[src/rtl/digit_seg_pkg.sv]
package digit_seg_pkg;
  localparam int unsigned CODE_W     = 4;
  localparam int unsigned NUM_DIGITS = 10;
  localparam int unsigned NUM_SEGS   = 7;

  typedef logic [NUM_DIGITS-1:0] digit_lines_t;
  typedef logic [NUM_SEGS-1:0]   seg_vec_t;

  // Mask of digits for which a given segment stays dark (bit d = digit d).
  function automatic digit_lines_t dark_digits(input int unsigned seg_idx);
    case (seg_idx)
      0:       dark_digits = 10'h012; // top: 1,4
      1:       dark_digits = 10'h08E; // upper-left: 1,2,3,7
      2:       dark_digits = 10'h060; // upper-right: 5,6
      3:       dark_digits = 10'h083; // middle: 0,1,7
      4:       dark_digits = 10'h2BA; // lower-left: 1,3,4,5,7,9
      5:       dark_digits = 10'h004; // lower-right: 2
      6:       dark_digits = 10'h292; // bottom: 1,4,7,9
      default: dark_digits = '0;
    endcase
  endfunction
endpackage

[src/rtl/digit_onehot_decoder.sv]
module digit_onehot_decoder #(
  parameter int unsigned CODE_W = 4,
  parameter int unsigned LINES  = 10
) (
  input  logic              en_i,
  input  logic [CODE_W-1:0] code_i,
  output logic [LINES-1:0]  line_o
);
  // One line per decimal digit; codes at or beyond LINES raise nothing.
  for (genvar d = 0; d < LINES; d++) begin : g_line
    assign line_o[d] = en_i && (code_i == CODE_W'(d));
  end
endmodule

[src/rtl/segment_nor_plane.sv]
module segment_nor_plane
  import digit_seg_pkg::*;
#(
  parameter int unsigned LINES = NUM_DIGITS,
  parameter int unsigned SEGS  = NUM_SEGS
) (
  input  logic [LINES-1:0] line_i,
  output logic [SEGS-1:0]  seg_o
);
  // Any active line means a valid, enabled digit is present.
  logic any_line;
  assign any_line = |line_i;

  for (genvar s = 0; s < SEGS; s++) begin : g_seg
    localparam digit_lines_t DARK = dark_digits(s);
    logic dark_hit;
    assign dark_hit = |(line_i & DARK[LINES-1:0]);
    // NOR of the dark lines, masked so an idle decoder lights nothing.
    assign seg_o[s] = any_line & ~dark_hit;
  end
endmodule

[src/rtl/digit_segment_driver.sv]
module digit_segment_driver
  import digit_seg_pkg::*;
(
  input  logic              en_i,
  input  logic [CODE_W-1:0] code_i,
  output logic [NUM_SEGS-1:0] seg_o
);
  digit_lines_t dec_lines;

  digit_onehot_decoder #(
    .CODE_W (CODE_W),
    .LINES  (NUM_DIGITS)
  ) u_dec (
    .en_i   (en_i),
    .code_i (code_i),
    .line_o (dec_lines)
  );

  segment_nor_plane #(
    .LINES (NUM_DIGITS),
    .SEGS  (NUM_SEGS)
  ) u_plane (
    .line_i (dec_lines),
    .seg_o  (seg_o)
  );
endmodule

[config.mk]
export PLATFORM = sky130hd
export DESIGN_NAME = digit_segment_driver
export DESIGN_NICKNAME = d
export VERILOG_FILES = /design/src/rtl/digit_seg_pkg.sv /design/src/rtl/digit_onehot_decoder.sv /design/src/rtl/segment_nor_plane.sv /design/src/rtl/digit_segment_driver.sv
export SDC_FILE = /design/constraint.sdc
export NUM_CORES = 1
export LEC_CHECK = 0
export ABC_AREA = 1
export BUFFER_PORTS_ARGS = -buffer_cell sky130_fd_sc_hd__buf_2
export CAP_MARGIN = 20
export CORE_AREA = 3 3 40 42
export DETAILED_ROUTE_END_ITERATION = 8
export DIE_AREA = 0 0 43 45
export PLACE_DENSITY_LB_ADDON = 0.05
export SETUP_SLACK_MARGIN = 0.3
export SLEW_MARGIN = 5
export SYNTH_ARGS = -nofsm -noshare
export SYNTH_HDL_FRONTEND = slang
export SYNTH_SLANG_ARGS = --single-unit
[constraint.sdc]
create_clock -name vclk -period 1.05
set_input_delay 0.1575 -clock vclk [all_inputs]
set_output_delay 0.1575 -clock vclk [all_outputs]
set_load 0.05 [all_outputs]
==> results.txt <==
Syn-to-layout area delta: 243%
TritonRoute pass-1 iters: 1
syn avg cell area: 4.80 um^2
Cell Area, Placed: 388 um^2
setup ws final: -0.0767 ns
Vias per Instance: 4.25
RSZ-0062 raised after global routing: true
startpoint types: input port
Core Region: 0.00128 mm^2
largest net degree at the start of global routing: 6
Die ar.: 0.00194 mm^2
Worst setup EP type: output pin
Overall Global Routing Usage: 7.55%
Chip Width: 43 um
area leader, netlist: nor2_1
WL final: 688 um
Starting Density: 13.4%
hold_ws: 0.778 ns
IR drop worst, VDD: 0.199 mV
Hold Path Class: in2out
Final Hold Viols: 0
Iteration-0 DRC Markers: 0
Diodes inserted: 0
crit path max fanout: 4
row count: 13
flip-flop and latch count: 0
via count: 293
Final Critical Period: 1.13 ns
unique cell type count in the Yosys netlist: 13
Avg WL per Cell: 9.97 um
Final Cycle Share: 107%
initial antenna violation count: 0
first-pass GRT wire length: 1220 um
Final Setup Violations: 6
vias in the first global route: 306
Mapped Nets: 41
number of clock buffers in the layout: 0
Residual DRC: 0
layout cells sized above 1: 87.0%
design area: 593 um^2
P_leak: 0.000233 uW
nets: 61
Req. time, crit path: 0.89 ns
min-delay src: code_i[1]
Slew HR: 84.4%
Worst-Margin Slew: 0.232 ns
power density over cell area: 535 mW/mm^2
Remaining Overflow, GRT: 0
synthesized instance count: 36
Seq/Total Area, Yosys: 0%
Max Cap Viol: 0
CP Class: in2out
crit path DAT: 0.97 ns
Max Fclk: 888 MHz
Synth warnings: 0
Synth area leaders: nor2_1 17%, nand2_2 14%, nand2_1 11%, nor2_2 11%, nor3_1 8.7%
GPL Wtd Cong: 0.804
number of buffers added on ports: 12
die extent in y: 45 um
failing checks: setup timing
final antenna-violating net count: 0
Post-Syn Area: 173 um^2
Yosys top cell area share: 17.4%
DP HPWL: 562 um
Slew Viols, Final: 0
I/O pin cnt: 12
outcome: finished, violations left
Seq. cell area: 0 um^2
Post-Place Worst Slack: -0.338 ns
Overall Power: 317 uW
Worst setup startpoint: code_i[3]
## where the power goes
group          switching [uW]  internal [uW]
logic                     180            137
clock network               0              0
registers                   0              0
## worst max-delay path, stage by stage
cell and delay (ns):
buf_6 0.11, buf_6 0.12, nand2_4 0.08, nand2_8 0.07, nor2_4 0.11, nand2_4 0.08
nor2_4 0.08, buf_6 0.16
## cells by family (layout without fill, tap and decap cells)
logic type	Yosys count	count (layout)	share of synthesized area, %
buffers and inverters	6	24	13.0
AO/OA/AOI/OAI	3	3	8.69
AND/OR/NAND/NOR	27	27	78.3
## through the flow
step / std cells / setup TNS (ns) / util [%]
after floorplan: 36 / -0.889 / -
after global routing: 69 / -0.462 / 46.2
after global placement: 68 / -1.60 / 30.2
final: 69 / -0.175 / 46.2
after CTS: 69 / -0.241 / 44.0
after detailed placement: 68 / -1.54 / 30.2
## layout make-up
class	count	area, um^2
Timing Repair Buffer	18	225
Fill cell	127	692
Multi-Input combinational cell	30	293
Tap cell	15	18.8
Inverter	6	56.3
## timing repair
action	in CTS	in global routing
buffers inserted	1	0
resized for setup	51	5
pin swaps	12	7
endpoints found under the setup margin	7	7
hold buffers	0	0
hold endpoints to repair	0	0
## routing by layer
metal / up-vias / global-route usage [%] / routed length [um]
met5: - / 0 / 0
met2: 8 / 15.6 / 391
met1: 137 / 9.05 / 256
li1: 148 / - / -
met4: 0 / 0 / 0
met3: 0 / 0.398 / 40
## synthesized netlist by cell type
master    number
inv_2          3
o21ai_0        2
nand2_2        4
clkinv_1       1
nand2_1        5
nor2_2         3
nor2_1         8
o21ai_1        1
or2_1          1
inv_1          2
nor2_4         1
nor3_1         3
nand3_1        2
## layout by cell type, fill, tap and decap left out, types with 3 or more instances in the layout
cell type  count
nor2_4         9
buf_12         3
nand2_4        3
buf_6          8
buf_8          3
buf_4          4
## path summary, 6_finish.rpt
kind | to | cells after the start | slack (ns)
hold / removal | seg_o[3] | 4 | 0.78
setup / recovery | seg_o[4] | 8 | -0.08
(Power assumes the default switching activity.)
